$ cat src/rtl/pwm4_pkg.sv
package pwm4_pkg;

    // Register offsets decoded by the bus
    localparam logic [7:0] OFS_CFG    = 8'h00;
    localparam logic [7:0] OFS_COUNT  = 8'h08;
    localparam logic [7:0] OFS_SCALED = 8'h10;
    localparam logic [7:0] OFS_CMP0   = 8'h20;
    localparam int         CMP_STRIDE = 4;

    // Configuration layout (fixed, four channels)
    localparam int NUM_CH      = 4;
    localparam int BIT_ZCMP    = 9;
    localparam int BIT_ALWAYS  = 12;
    localparam int BIT_ONESHOT = 13;
    localparam int IP_LSB      = 28;
    localparam logic [31:0] CFG_STORE_MASK = 32'h0F0F_070F;

    typedef enum logic [1:0] {
        MODE_HALT   = 2'd0,
        MODE_FREE   = 2'd1,
        MODE_SINGLE = 2'd2,
        MODE_BOTH   = 2'd3
    } mode_e;

endpackage

$ cat src/rtl/pwm4_mode_fsm.sv
module pwm4_mode_fsm
    import pwm4_pkg::*;
(
    input  logic clk,
    input  logic rst_n,
    input  logic cfg_wr,
    input  logic wr_always,
    input  logic wr_oneshot,
    input  logic oneshot_clr,
    output logic run,
    output logic en_always,
    output logic en_oneshot
);

    mode_e state_q, state_d;

    // Next-state logic
    always_comb begin
        state_d = state_q;
        if (cfg_wr) begin
            state_d = mode_e'({wr_oneshot, wr_always});          // T_CFG
        end else begin
            unique case (state_q)
                MODE_SINGLE: if (oneshot_clr) state_d = MODE_HALT; // T_DROP_SINGLE
                MODE_BOTH:   if (oneshot_clr) state_d = MODE_FREE; // T_DROP_BOTH
                MODE_HALT:   state_d = MODE_HALT;                  // T_STAY
                MODE_FREE:   state_d = MODE_FREE;                  // T_STAY
                default:     state_d = MODE_HALT;
            endcase
        end
    end

    // State register
    always_ff @(posedge clk or negedge rst_n) begin
        if (!rst_n) state_q <= MODE_HALT;
        else        state_q <= state_d;
    end

    // Outputs
    always_comb begin
        en_always  = 1'b0;
        en_oneshot = 1'b0;
        unique case (state_q)
            MODE_HALT:   ;
            MODE_FREE:   en_always = 1'b1;
            MODE_SINGLE: en_oneshot = 1'b1;
            MODE_BOTH: begin
                en_always  = 1'b1;
                en_oneshot = 1'b1;
            end
            default: ;
        endcase
        run = en_always | en_oneshot;
    end

    AST_ONESHOT_CLR: assert property (@(posedge clk) disable iff (!rst_n)
        oneshot_clr && !cfg_wr |=> !en_oneshot);
    AST_ALWAYS_KEEP: assert property (@(posedge clk) disable iff (!rst_n)
        en_always && !cfg_wr |=> en_always);

endmodule

$ cat src/rtl/pwm4_counter.sv
module pwm4_counter #(
    parameter int CNT_W   = 31,
    parameter int CMP_W   = 16,
    parameter int SCALE_W = 4
) (
    input  logic               clk,
    input  logic               rst_n,
    input  logic               run,
    input  logic               load,
    input  logic [CNT_W-1:0]   load_val,
    input  logic               restart,
    input  logic [SCALE_W-1:0] scale,
    output logic [CNT_W-1:0]   cnt,
    output logic [CMP_W-1:0]   scaled,
    output logic               carry
);

    localparam logic [CNT_W-1:0] CNT_MAX = {CNT_W{1'b1}};

    logic [CNT_W-1:0] cnt_q;

    always_ff @(posedge clk or negedge rst_n) begin
        if (!rst_n)       cnt_q <= '0;
        else if (load)    cnt_q <= load_val;
        else if (restart) cnt_q <= '0;
        else if (run)     cnt_q <= cnt_q + 1'b1;
    end

    // Window of CMP_W bits starting at bit position 'scale'
    always_comb begin
        for (int b = 0; b < CMP_W; b++) begin
            if (b + int'(scale) < CNT_W) scaled[b] = cnt_q[b + int'(scale)];
            else                         scaled[b] = 1'b0;
        end
    end

    assign cnt   = cnt_q;
    assign carry = run && !load && !restart && (cnt_q == CNT_MAX);

    AST_CNT_HOLD: assert property (@(posedge clk) disable iff (!rst_n)
        !run && !load && !restart |=> $stable(cnt_q));
    AST_CNT_STEP: assert property (@(posedge clk) disable iff (!rst_n)
        run && !load && !restart && cnt_q != CNT_MAX |=> cnt_q == $past(cnt_q) + 1'b1);
    AST_RESTART_ZERO: assert property (@(posedge clk) disable iff (!rst_n)
        restart && !load |=> cnt_q == '0);
    AST_LOAD_WINS: assert property (@(posedge clk) disable iff (!rst_n)
        load |=> cnt_q == $past(load_val));

endmodule

$ cat src/rtl/pwm4_chan.sv
module pwm4_chan #(
    parameter int CMP_W = 16
) (
    input  logic             clk,
    input  logic             rst_n,
    input  logic             cmp_wr,
    input  logic [CMP_W-1:0] cmp_wdata,
    input  logic [CMP_W-1:0] scaled,
    input  logic             ip_wr,
    input  logic             ip_wdata,
    output logic [CMP_W-1:0] cmp,
    output logic             hit,
    output logic             ip
);

    logic [CMP_W-1:0] cmp_q;
    logic             ip_q;

    always_ff @(posedge clk or negedge rst_n) begin
        if (!rst_n)      cmp_q <= '0;
        else if (cmp_wr) cmp_q <= cmp_wdata;
    end

    assign hit = (scaled >= cmp_q);

    always_ff @(posedge clk or negedge rst_n) begin
        if (!rst_n)     ip_q <= 1'b0;
        else if (ip_wr) ip_q <= ip_wdata;
        else if (hit)   ip_q <= 1'b1;
    end

    assign cmp = cmp_q;
    assign ip  = ip_q;

    AST_IP_SET: assert property (@(posedge clk) disable iff (!rst_n)
        hit && !ip_wr |=> ip_q);
    AST_IP_HOLD: assert property (@(posedge clk) disable iff (!rst_n)
        ip_q && !ip_wr |=> ip_q);
    AST_IP_WRITE: assert property (@(posedge clk) disable iff (!rst_n)
        ip_wr |=> ip_q == $past(ip_wdata));

endmodule

$ cat src/rtl/pwm4_timer.sv
module pwm4_timer
    import pwm4_pkg::*;
#(
    parameter int ADDR_W  = 8,
    parameter int DATA_W  = 32,
    parameter int CNT_W   = 31,
    parameter int CMP_W   = 16,
    parameter int SCALE_W = 4
) (
    input  logic              clk,
    input  logic              rst_n,
    input  logic              bus_valid,
    input  logic              bus_write,
    input  logic [ADDR_W-1:0] bus_addr,
    input  logic [DATA_W-1:0] bus_wdata,
    output logic [DATA_W-1:0] bus_rdata,
    output logic [NUM_CH-1:0] irq
);

    localparam int NCH = NUM_CH;

    logic                 wr, rd_cfg, rd_cnt, rd_scl;
    logic                 wr_cfg, wr_cnt, wr_scl;
    logic [NCH-1:0]       sel_cmp, wr_cmp;
    logic [DATA_W-1:0]    misc_q;
    logic [SCALE_W-1:0]   scale;
    logic                 zcmp;
    logic                 run, en_always, en_oneshot;
    logic                 load, restart, carry, oneshot_clr;
    logic [CNT_W-1:0]     load_val, cnt;
    logic [CMP_W-1:0]     scaled;
    logic [NCH-1:0]       hit, ip;
    logic [CMP_W-1:0]     cmp [NCH];

    // Address decode
    assign wr     = bus_valid && bus_write;
    assign rd_cfg = (bus_addr == ADDR_W'(OFS_CFG));
    assign rd_cnt = (bus_addr == ADDR_W'(OFS_COUNT));
    assign rd_scl = (bus_addr == ADDR_W'(OFS_SCALED));
    assign wr_cfg = wr && rd_cfg;
    assign wr_cnt = wr && rd_cnt;
    assign wr_scl = wr && rd_scl;

    generate
        for (genvar g = 0; g < NCH; g++) begin : g_sel
            assign sel_cmp[g] = (bus_addr == ADDR_W'(OFS_CMP0 + g * CMP_STRIDE));
            assign wr_cmp[g]  = wr && sel_cmp[g];
        end
    endgenerate

    // Stored configuration bits without run-control or pending effect
    always_ff @(posedge clk or negedge rst_n) begin
        if (!rst_n)      misc_q <= '0;
        else if (wr_cfg) misc_q <= bus_wdata & CFG_STORE_MASK;
    end

    assign scale = misc_q[SCALE_W-1:0];
    assign zcmp  = misc_q[BIT_ZCMP];

    // Counter load value
    always_comb begin
        for (int b = 0; b < CNT_W; b++) begin
            if (wr_cnt) begin
                load_val[b] = bus_wdata[b];
            end else if (b >= int'(scale) && b - int'(scale) < CMP_W) begin
                load_val[b] = bus_wdata[b - int'(scale)];
            end else begin
                load_val[b] = 1'b0;
            end
        end
    end

    assign load        = wr_cnt || wr_scl;
    assign restart     = zcmp && hit[0];
    assign oneshot_clr = (restart && !load) || carry;

    pwm4_mode_fsm u_mode (
        .clk        (clk),
        .rst_n      (rst_n),
        .cfg_wr     (wr_cfg),
        .wr_always  (bus_wdata[BIT_ALWAYS]),
        .wr_oneshot (bus_wdata[BIT_ONESHOT]),
        .oneshot_clr(oneshot_clr),
        .run        (run),
        .en_always  (en_always),
        .en_oneshot (en_oneshot)
    );

    pwm4_counter #(
        .CNT_W  (CNT_W),
        .CMP_W  (CMP_W),
        .SCALE_W(SCALE_W)
    ) u_cnt (
        .clk     (clk),
        .rst_n   (rst_n),
        .run     (run),
        .load    (load),
        .load_val(load_val),
        .restart (restart),
        .scale   (scale),
        .cnt     (cnt),
        .scaled  (scaled),
        .carry   (carry)
    );

    generate
        for (genvar g = 0; g < NCH; g++) begin : g_ch
            pwm4_chan #(.CMP_W(CMP_W)) u_ch (
                .clk      (clk),
                .rst_n    (rst_n),
                .cmp_wr   (wr_cmp[g]),
                .cmp_wdata(bus_wdata[CMP_W-1:0]),
                .scaled   (scaled),
                .ip_wr    (wr_cfg),
                .ip_wdata (bus_wdata[IP_LSB + g]),
                .cmp      (cmp[g]),
                .hit      (hit[g]),
                .ip       (ip[g])
            );
        end
    endgenerate

    assign irq = ip;

    // Read mux
    always_comb begin
        bus_rdata = '0;
        if (rd_cfg) begin
            bus_rdata = misc_q;
            bus_rdata[BIT_ALWAYS]  = en_always;
            bus_rdata[BIT_ONESHOT] = en_oneshot;
            bus_rdata[IP_LSB +: NCH] = ip;
        end else if (rd_cnt) begin
            bus_rdata[CNT_W-1:0] = cnt;
        end else if (rd_scl) begin
            bus_rdata[CMP_W-1:0] = scaled;
        end else begin
            for (int c = 0; c < NCH; c++) begin
                if (sel_cmp[c]) bus_rdata[CMP_W-1:0] = cmp[c];
            end
        end
    end

    AST_RESTART_CLR: assert property (@(posedge clk) disable iff (!rst_n)
        zcmp && hit[0] && !load && !wr_cfg |=> !en_oneshot && cnt == '0);

endmodule

$ cat config.mk
export PLATFORM = sky130hd
export DESIGN_NAME = pwm4_timer
export DESIGN_NICKNAME = d
export VERILOG_FILES = /design/src/rtl/pwm4_pkg.sv /design/src/rtl/pwm4_mode_fsm.sv /design/src/rtl/pwm4_counter.sv /design/src/rtl/pwm4_chan.sv /design/src/rtl/pwm4_timer.sv
export SDC_FILE = /design/constraint.sdc
export NUM_CORES = 1
export LEC_CHECK = 0
export ABC_AREA = 1
export BUFFER_PORTS_ARGS = -buffer_cell sky130_fd_sc_hd__buf_2
export CORE_UTILIZATION = 25
export CTS_BUF_LIST = sky130_fd_sc_hd__clkbuf_16
export CTS_CLUSTER_SIZE = 28
export DETAILED_ROUTE_END_ITERATION = 8
export GPL_TIMING_DRIVEN = 1
export HOLD_SLACK_MARGIN = 0.15
export PLACE_DENSITY = 0.48
export SYNTH_ARGS = -nofsm -noshare
export SYNTH_HDL_FRONTEND = slang
export SYNTH_HIERARCHICAL = 1
export SYNTH_SLANG_ARGS = --single-unit
$ cat constraint.sdc
create_clock -name clk -period 10.1 [get_ports clk]
set_input_delay 2.02 -clock clk [delete_from_list [all_inputs] [get_ports clk]]
set_output_delay 2.02 -clock clk [all_outputs]
set_load 0.02 [all_outputs]
==> results of run 1 <==
==> sequential cells by signal, indices dropped and copies added (netlist names) <==
register and flops:
g_ch.u_ch/cmp 64, u_cnt/cnt 31, misc_q 15, g_ch.u_ch/ip 4, u_mode/state_q 2
==> layout make-up <==
class	instances	area, µm²	area share [%]
Clock inverter	14	116.4	0.8069
Tap cell	680	850.8	5.900
Multi-Input combinational cell	1690	8790	60.95
Timing Repair Buffer	96	525.5	3.644
Sequential cell	116	2905	20.15
Clock buffer	17	425.4	2.950
Inverter	215	807.0	5.597
==> metrics by stage <==
stage	setup WS, ns	cells
2_1_floorplan	4.972	2103
3_3_place_gp	3.474	2797
3_5_place_dp	3.434	2797
4_1_cts	3.213	2828
5_1_grt	2.745	2828
6_report	3.144	2828
==> worst paths after layout <==
check | end | startpoint | slack, ns | depth (start not counted)
worst min-delay path | misc_q[8] | misc_q[8] | 0.47 | 2
min in group asynchronous | misc_q[17] | rst_n | 1.72 | 1
worst max-delay path | bus_rdata[9] | misc_q[1] | 3.14 | 13
max in group asynchronous | misc_q[1] | rst_n | 7.03 | 2
worst max register to register | u_mode/state_q[1] | misc_q[1] | 3.33 | 26
worst min register to register | misc_q[8] | misc_q[8] | 0.47 | 2
==> routing by layer <==
layer	wire (µm)	share of wire [%]
met5	0	0
met4	1319	2.4
met1	25970	46
met2	25960	46
met3	2656	4.8
==> power breakdown <==
| part | total, µW | internal (µW) | switching (µW) |
|---|---|---|---|
| clock network | 571 | 334 | 237 |
| logic | 1100 | 352 | 748 |
| registers | 705 | 526 | 178 |
| total | 2380 | 1210 | 1160 |
==> worst reg2reg max path, cell delays in order, from the launching register on <==
cell,delay (ns)
dfrtp_2,0.33
buf_4,0.50
clkinv_1,0.78
ha_1,0.93
inv_1,0.43
nand3_1,0.25
nand3_1,0.11
nand2_1,0.13
o21ai_0,0.07
o21ai_0,0.30
buf_4,0.23
ha_1,0.26
a21oi_1,0.15
o21ai_1,0.08
a21oi_1,0.18
nand2_1,0.11
nand2_1,0.12
inv_1,0.05
inv_1,0.05
nand2_1,0.15
inv_1,0.75
nand4_1,0.19
nor3_1,0.21
o21bai_1,0.13
inv_1,0.06
nand3_1,0.07
nand2_1,0.05
==> metrics, run 1 <==
status complete, no violations; ratio of cells with drive above 1 in the final layout under 10%; gr ovfl total 0; Ports 80; hold_buf cts 0; Top Usage Layer GRT met2; syn_nets 2246; first-pass GRT wire length 85280 µm; clk_lat worst skew 0.44 ns; vias in the first global route 13830; Num CTS Buffers 17; M3 GR Usage 2.555%; Period minus WS final 6.956 ns; leak pwr 0.007359 µW; Crit Path Category register to primary output; grt met1 use between 20% and 30%; CP max stage delay 0.92 ns; clk slew on worst S/H paths 0.05 ns; Slew Viols, Final 0; Port-buffer cells 79; Min-Delay Path Class register to register; NumNets Final 2279; Crit path required time 8.08 ns; DP HPWL about 43000 µm; worst endpoint data arrival time 4.94 ns; Power Total 2375 µW; Die ar. 52820 µm²; yosys warns 6; largest net degree at the start of global routing 64; crit path launch type register; TritonCTS clock tree done; skew final 0.01227 ns; DR vias about 15000; Max Cap Viol 0; Post-CTS Setup Bufs 0; RSZ-0062 raised after global routing false; CTS root buf clkbuf_16; antenna diode count 0; critical-path maximum fanout 50; Remaining DRCs 0; ANT nets after route 0; Layout area overhead 11.12%; worst vdd ir 78.47 µV; most common cell after layout, fill and taps aside nand2_1; Core ar. 51300 µm²; Slew @ Worst Pin 1.086 ns; Worst Setup End Kind primary output; Fin. Hold Viols 0; Cells after Synth 2103; fill count 5837; pwr dens between 150 and 200 nW/µm²; most frequent cells in the layout nand2_1, nand3_1, inv_1; Cell Area, Synth 12980 µm²; DRT iter0 DRCs 1353; GRT Resource Usage Total between 20% and 30%; post-layout util 28.11%; FP Rows 83; period utilization approximately 69%; CTS sink cnt 116; met2 Use GR 35.05%; Max transition margin a little over a quarter; effective utilization at floorplan 25.30%; # setup viols final 0; cell family with most CP delay buffers and inverters; FMAX 143.8 MHz; CP cell instances buf_4 > clkinv_1 > ha_1 > inv_1 > nand3_1 > nand3_1 > nand2_1 > o21ai_0 > o21ai_0 > buf_4 > nand2_1 > nand4_1 > buf_2; TNS Setup 0 ns; CTS HTree Levels 4; TritonRoute pass-1 iters 6; Max Buffers Root-to-Sink 2; Syn Area/Cell 6.171 µm²; height of the die 229.8 µm; Final Cell Area 14420 µm²; DR WL/cell 19.77 µm; post_cts resized 0; placed cell area 13880 µm²; DRT Wirelength 55910 µm; GPL Wtd Cong 0.9264; antenna violations before repair 1; Slowest cell on crit path ha_1; die width 229.8 µm; Final Hold Slack between 0.4 and 0.5 ns; CP bufs+invs 5; Vias per Instance 5.131
Note: power is estimated with default switching activity, not from simulation.
==> inputs of run 2 (changes only) <==
--- a/config.mk
+++ b/config.mk
@@ -13,7 +13,7 @@
 export DETAILED_ROUTE_END_ITERATION = 8
 export GPL_TIMING_DRIVEN = 1
 export HOLD_SLACK_MARGIN = 0.15
-export PLACE_DENSITY = 0.48
+export PLACE_DENSITY = 0.49
 export SYNTH_ARGS = -nofsm -noshare
 export SYNTH_HDL_FRONTEND = slang
 export SYNTH_HIERARCHICAL = 1
==> constraint.sdc (replaced) <==
create_clock -name clk -period 6.3 [get_ports clk]
set_input_delay 1.26 -clock clk [delete_from_list [all_inputs] [get_ports clk]]
set_output_delay 1.26 -clock clk [all_outputs]
set_load 0.02 [all_outputs]
==> run 2 against run 1 <==
Against the previous run:
- total power increased by 66%
- combinational power is 61% higher
- sequential power grew 62%
- first-iteration DRC count up 3.7%
- clock skew rose by 0.0074 ns
- global-route usage fell by 0.47 points
- final cell count up 0.21%
- largest power group unchanged
==> metrics, run 2 (synthesized netlist as in run 1, its figures left out) <==
worst r2r src misc_q[1]; Top Usage Layer GRT met2; Final Hold Slack 0.4847 ns; DR WL/cell 19.68 µm; DP HPWL about 43000 µm; skew final 0.01963 ns; Max Cap Viol 0; Slew Viols, Final 0; R2R setup slack 0.76 ns; max reg flops 64; Core ar. about 51000 µm²; CTS HTree Levels 4; r2r worst-path depth 22; DR vias around 15000; hold_sp misc_q[24]; TritonCTS clock tree done; pwr dens 271.5 nW/µm²; Slowest cell on crit path ha_1; Fin. Hold Viols 0; CP max stage delay between 0.6 and 0.7 ns; status complete, no violations; cell family with most CP delay buffers and inverters; CP cell instances clkinv_1 > ha_1 > inv_1 > nand3_1 > nand3_1 > nand2_1 > o21ai_0 > o21ai_1 > ha_1 > a21oi_1 > o21ai_0 > a21oi_1 > nand2_1 > nand2_1 > inv_1 > inv_1 > nand2_1 > nor2_2 > buf_4 > inv_1 > o21ai_0 > inv_1; post-layout util 28.30%; vias in the first global route 13840; Ports 80; antenna violations before repair 0; crit path launch type register; ANT nets after route 0; Period minus WS final 5.537 ns; largest net degree at the start of global routing 74; worst endpoint data arrival time about 5.9 ns; Remaining DRCs 0; height of the die 229.8 µm; Layout area overhead 11.89%; Crit Path Category register to register; clk slew on worst S/H paths approximately 0.06 ns; CP bufs+invs 7; FP Rows between 80 and 90; grt met1 use 27.57%; TNS Setup 0 ns; Max transition margin 40.69%; Final WS setup between 0.7 and 0.8 ns; most common cell after layout, fill and taps aside nand2_1; Slew @ Worst Pin 0.8856 ns; first-pass GRT wire length 83030 µm; GPL Wtd Cong ~0.99; hold_buf cts 0; post_cts resized 0; DRT Wirelength 55780 µm; Worst Setup End Kind register; Crit path required time 6.63 ns; gr ovfl total 0; clk_lat worst skew 0.45 ns; GRT Resource Usage Total around a fifth; period utilization 87.89%; RSZ-0062 raised after global routing false; pre-CTS setup slack 0.8697 ns; TritonRoute pass-1 iters 6; effective utilization at floorplan 25.30%; Critical R2R Capture u_cnt/cnt[1]; # setup viols final 0; Worst Hold Depth 2; end point of the worst hold path misc_q[24]; CP most frequent cell inv_1; Port-buffer cells 79; worst vdd ir 187.9 µV; Die ar. 52820 µm²; CTS root buf clkbuf_16; CTS sink cnt 116; Max Buffers Root-to-Sink 2; DRT iter0 DRCs 1403; NumNets Final 2284; antenna diode count 0; die width 229.8 µm; Num CTS Buffers 17; Min-Delay Path Class register to register; ratio of cells with drive above 1 in the final layout 9.981%; met2 Use GR 33.47%; most frequent cells in the layout nand2_1, nand3_1, inv_1; M3 GR Usage roughly 3.6%; FMAX between 150 and 200 MHz; leak pwr 0.007405 µW; critical-path maximum fanout 33; Vias per Instance 5.152; Post-CTS Setup Bufs 0
==> run 2: worst max path at each step <==
stage,slack [ns],depth (start not counted),start,endpoint
3_3_place_gp,0.90,22,misc_q[0],u_cnt/cnt[1]
6_report,0.76,22,misc_q[1],u_cnt/cnt[1]
2_1_floorplan,1.92,28,misc_q[1],u_mode/state_q[1]
5_1_grt,0.31,22,misc_q[0],u_cnt/cnt[1]
3_5_place_dp,0.87,22,misc_q[1],u_cnt/cnt[1]
4_1_cts,0.83,22,misc_q[1],u_cnt/cnt[1]
==> run 2: worst min-delay path, delay by kind of cell (launching register included) <==
kind / cells / cell delay [ns]
DFF: 1 / 0.34
and+or+nand+nor: 1 / 0.06
AOI/OAI and AO/OA: 1 / 0.05
==> run 2: stage by stage <==
step                cells  total power, µW  instance area (µm²)
floorplan            2103             2218                12980
global placement     2802             2851                13920
detailed placement   2802             2871                13920
CTS                  2834             3921                14520
global route         2834             4206                14520
finish               2834             3942                14520
==> run 2: layout make-up <==
| cell class | count | area [µm²] |
|---|---|---|
| flip-flops and latches | 116 | 2905 |
| well taps | 680 | 850.8 |
| clock buffers | 17 | 425.4 |
| clock inverters | 15 | 178.9 |
| fillers | 5859 | 36780 |
| inverters | 215 | 807.0 |
| multi-input cells | 1690 | 8790 |
| repair buffers | 101 | 563.0 |
==> run 2: report_power, final <==
group	leakage [µW]	total (µW)	switching (µW)	internal, µW
clock	0.000290	1040	411	624
combinational	0.00589	1770	1210	564
sequential	0.00122	1140	293	843
total	0.00740	3940	1910	2030
==> run 2: metal layers <==
layer  share of wire, %  wire length [µm]  vias to the layer above
li1                   -                 -                     7038
met1                 45             25070                     6862
met2                 45             25060                      600
met3                6.5              3649                      100
met4                3.6              2003                        0
met5                  0                 0                        -
==> inputs of run 3 (changes only) <==
--- a/config.mk
+++ b/config.mk
@@ -14,6 +14,7 @@
 export GPL_TIMING_DRIVEN = 1
 export HOLD_SLACK_MARGIN = 0.15
 export PLACE_DENSITY = 0.49
+export RECOVER_POWER = 100
 export SYNTH_ARGS = -nofsm -noshare
 export SYNTH_HDL_FRONTEND = slang
 export SYNTH_HIERARCHICAL = 1
==> run 3 against run 2 <==
Against the previous run:
- the flow now finishes with violations (max-capacitance violations, max-slew violations)
- critical path type is now input pin to register
- critical path depth is 14 lower
- sequential cell count is the same
- clock skew is 0.0011 ns higher
- worst setup slack lost 0.088 ns
- sequential share of layout area rose by 0.22 points
- critical endpoint is now misc_q[18]
- clock-buffer cell count stayed put
==> metrics, run 3 (synthesized netlist as in run 1, its figures left out) <==
Int Pwr 2028 µW; gr ovfl total 0; largest net degree at the start of global routing 74; Core ar. approximately 51000 µm²; pwr dens 274.0 nW/µm²; Comb pwr share approximately 45%; worst vdd ir 188.2 µV; Die ar. 52820 µm²; Min-Delay Path Class register to register; critical-path maximum fanout 23; worst endpoint data arrival time 5.97 ns; status complete, but fails checks; ratio of cells with drive above 1 in the final layout 7.149%; Remaining DRCs 0; Layout area overhead 10.69%; CTS root buf clkbuf_16; TNS Setup 0 ns; TritonRoute pass-1 iters 9; most frequent cells in the layout nand2_1, nand3_1, inv_1; Worst Setup End Kind register; Crit Path Category input pin to register; DR vias 14640; Fin. Hold Viols 0; pre-CTS setup slack 0.8697 ns; skew final 0.02078 ns; RSZ-0062 raised after global routing false; max reg flops 64; # setup viols final 0; Port-buffer cells 79; antenna violations before repair 0; CTS sink cnt 116; violations in the final reports max-capacitance violations, max-slew violations; Clk pwr share a little over a quarter; die width roughly 230 µm; Max transition margin -106.2%; Slew Viols, Final 122; Num CTS Buffers 17; most common cell after layout, fill and taps aside nand2_1; clk_lat worst skew 0.45 ns; Max Cap Viol 3; height of the die 229.8 µm; hold_buf cts 0; Period minus WS final roughly 5.6 ns; DR WL/cell ~20 µm; first-pass GRT wire length 83030 µm; Slew @ Worst Pin 3.094 ns; DRT Wirelength approximately 56000 µm; CTS HTree Levels 4; ANT nets after route 0; post_cts resized 0; DRT iter0 DRCs around 1400; effective utilization at floorplan 25.30%; Post-CTS Setup Bufs 0; TritonCTS clock tree done; Max Buffers Root-to-Sink 2; Final WS setup 0.6746 ns; antenna diode count 0; Ports 80; switching pwr around 1900 µW; R2R setup slack 0.71 ns; DP HPWL 43010 µm; Crit path required time 6.64 ns; Sw Ratio around half; FP Rows 83; clk slew on worst S/H paths about 0.06 ns; vias in the first global route roughly 14000; crit path launch type input pin; GPL Wtd Cong 0.9913; leak pwr 0.007229 µW; GRT Resource Usage Total 20.83%; FMAX 177.8 MHz; NumNets Final roughly 2300; Seq pwr share 28.9%; period utilization between 80 and 90%; Vias per Instance 5.167
run 3: cell types whose count changed in the layout (fill, tap and decap cells not counted), sizes merged:
cell    previous run  this run
buf              101        60
clkbuf            17        58
run 3: worst paths after layout:
| kind | startpoint | endpoint | cells after the start |
|---|---|---|---|
| worst max-delay path | bus_addr[1] | misc_q[18] | 8 |
| worst min-delay path | misc_q[24] | misc_q[24] | 2 |
| worst max register to register | misc_q[1] | u_mode/state_q[1] | 24 |
| worst min register to register | misc_q[24] | misc_q[24] | 2 |
| max in group asynchronous | rst_n | misc_q[0] | 2 |
| min in group asynchronous | rst_n | g_ch[3].u_ch/cmp[5] | 1 |
run 3: final cells by class:
| class | count | area [µm²] |
|---|---|---|
| multi-input combinational | 1690 | 8703 |
| timing repair buffer | 101 | 494.2 |
| clock buffer | 17 | 425.4 |
| inverter | 215 | 807.0 |
| sequential | 116 | 2905 |
| fill | 5898 | 36940 |
| clock inverter | 15 | 178.9 |
| tap | 680 | 850.8 |
run 3: layer usage:
layer / track usage, % / vias up / wire [µm]
li1: - / 7018 / -
met1: 27.57 / 6872 / 25060
met2: 33.47 / 641 / 25130
met3: 3.621 / 111 / 3693
met4: 8.216 / 0 / 2021
met5: 0 / - / 0
run 3: power groups by stage:
stage / clock (µW) / combinational (µW) / sequential (µW)
detailed placement: 0 / 1730 / 1140
global route: 1080 / 1970 / 1150
global placement: 0 / 1710 / 1140
CTS: 1050 / 1740 / 1130
floorplan: 0 / 1240 / 981
finish: 1030 / 1760 / 1140
run 3: critical path, stage by stage:
cell	delay (ns)
clkbuf_1	0.11
nor2_4	0.13
nand3_1	0.63
nor2_4	0.81
inv_2	0.19
nor2_1	1.85
inv_2	0.60
o21ai_0	0.36
run 3: per-stage QoR:
stage	power [µW]	std cells	area, µm²	utilization (%)	hold WS, ns
4_1_cts	3921	2834	14520	28.30	0.4854
3_3_place_gp	2851	2802	13920	27.13	0.4643
3_5_place_dp	2871	2802	13920	27.13	0.4668
6_report	3935	2834	14370	28.00	0.4880
5_1_grt	4199	2834	14370	28.00	0.4939
2_1_floorplan	2218	2103	12980	-	0.4422
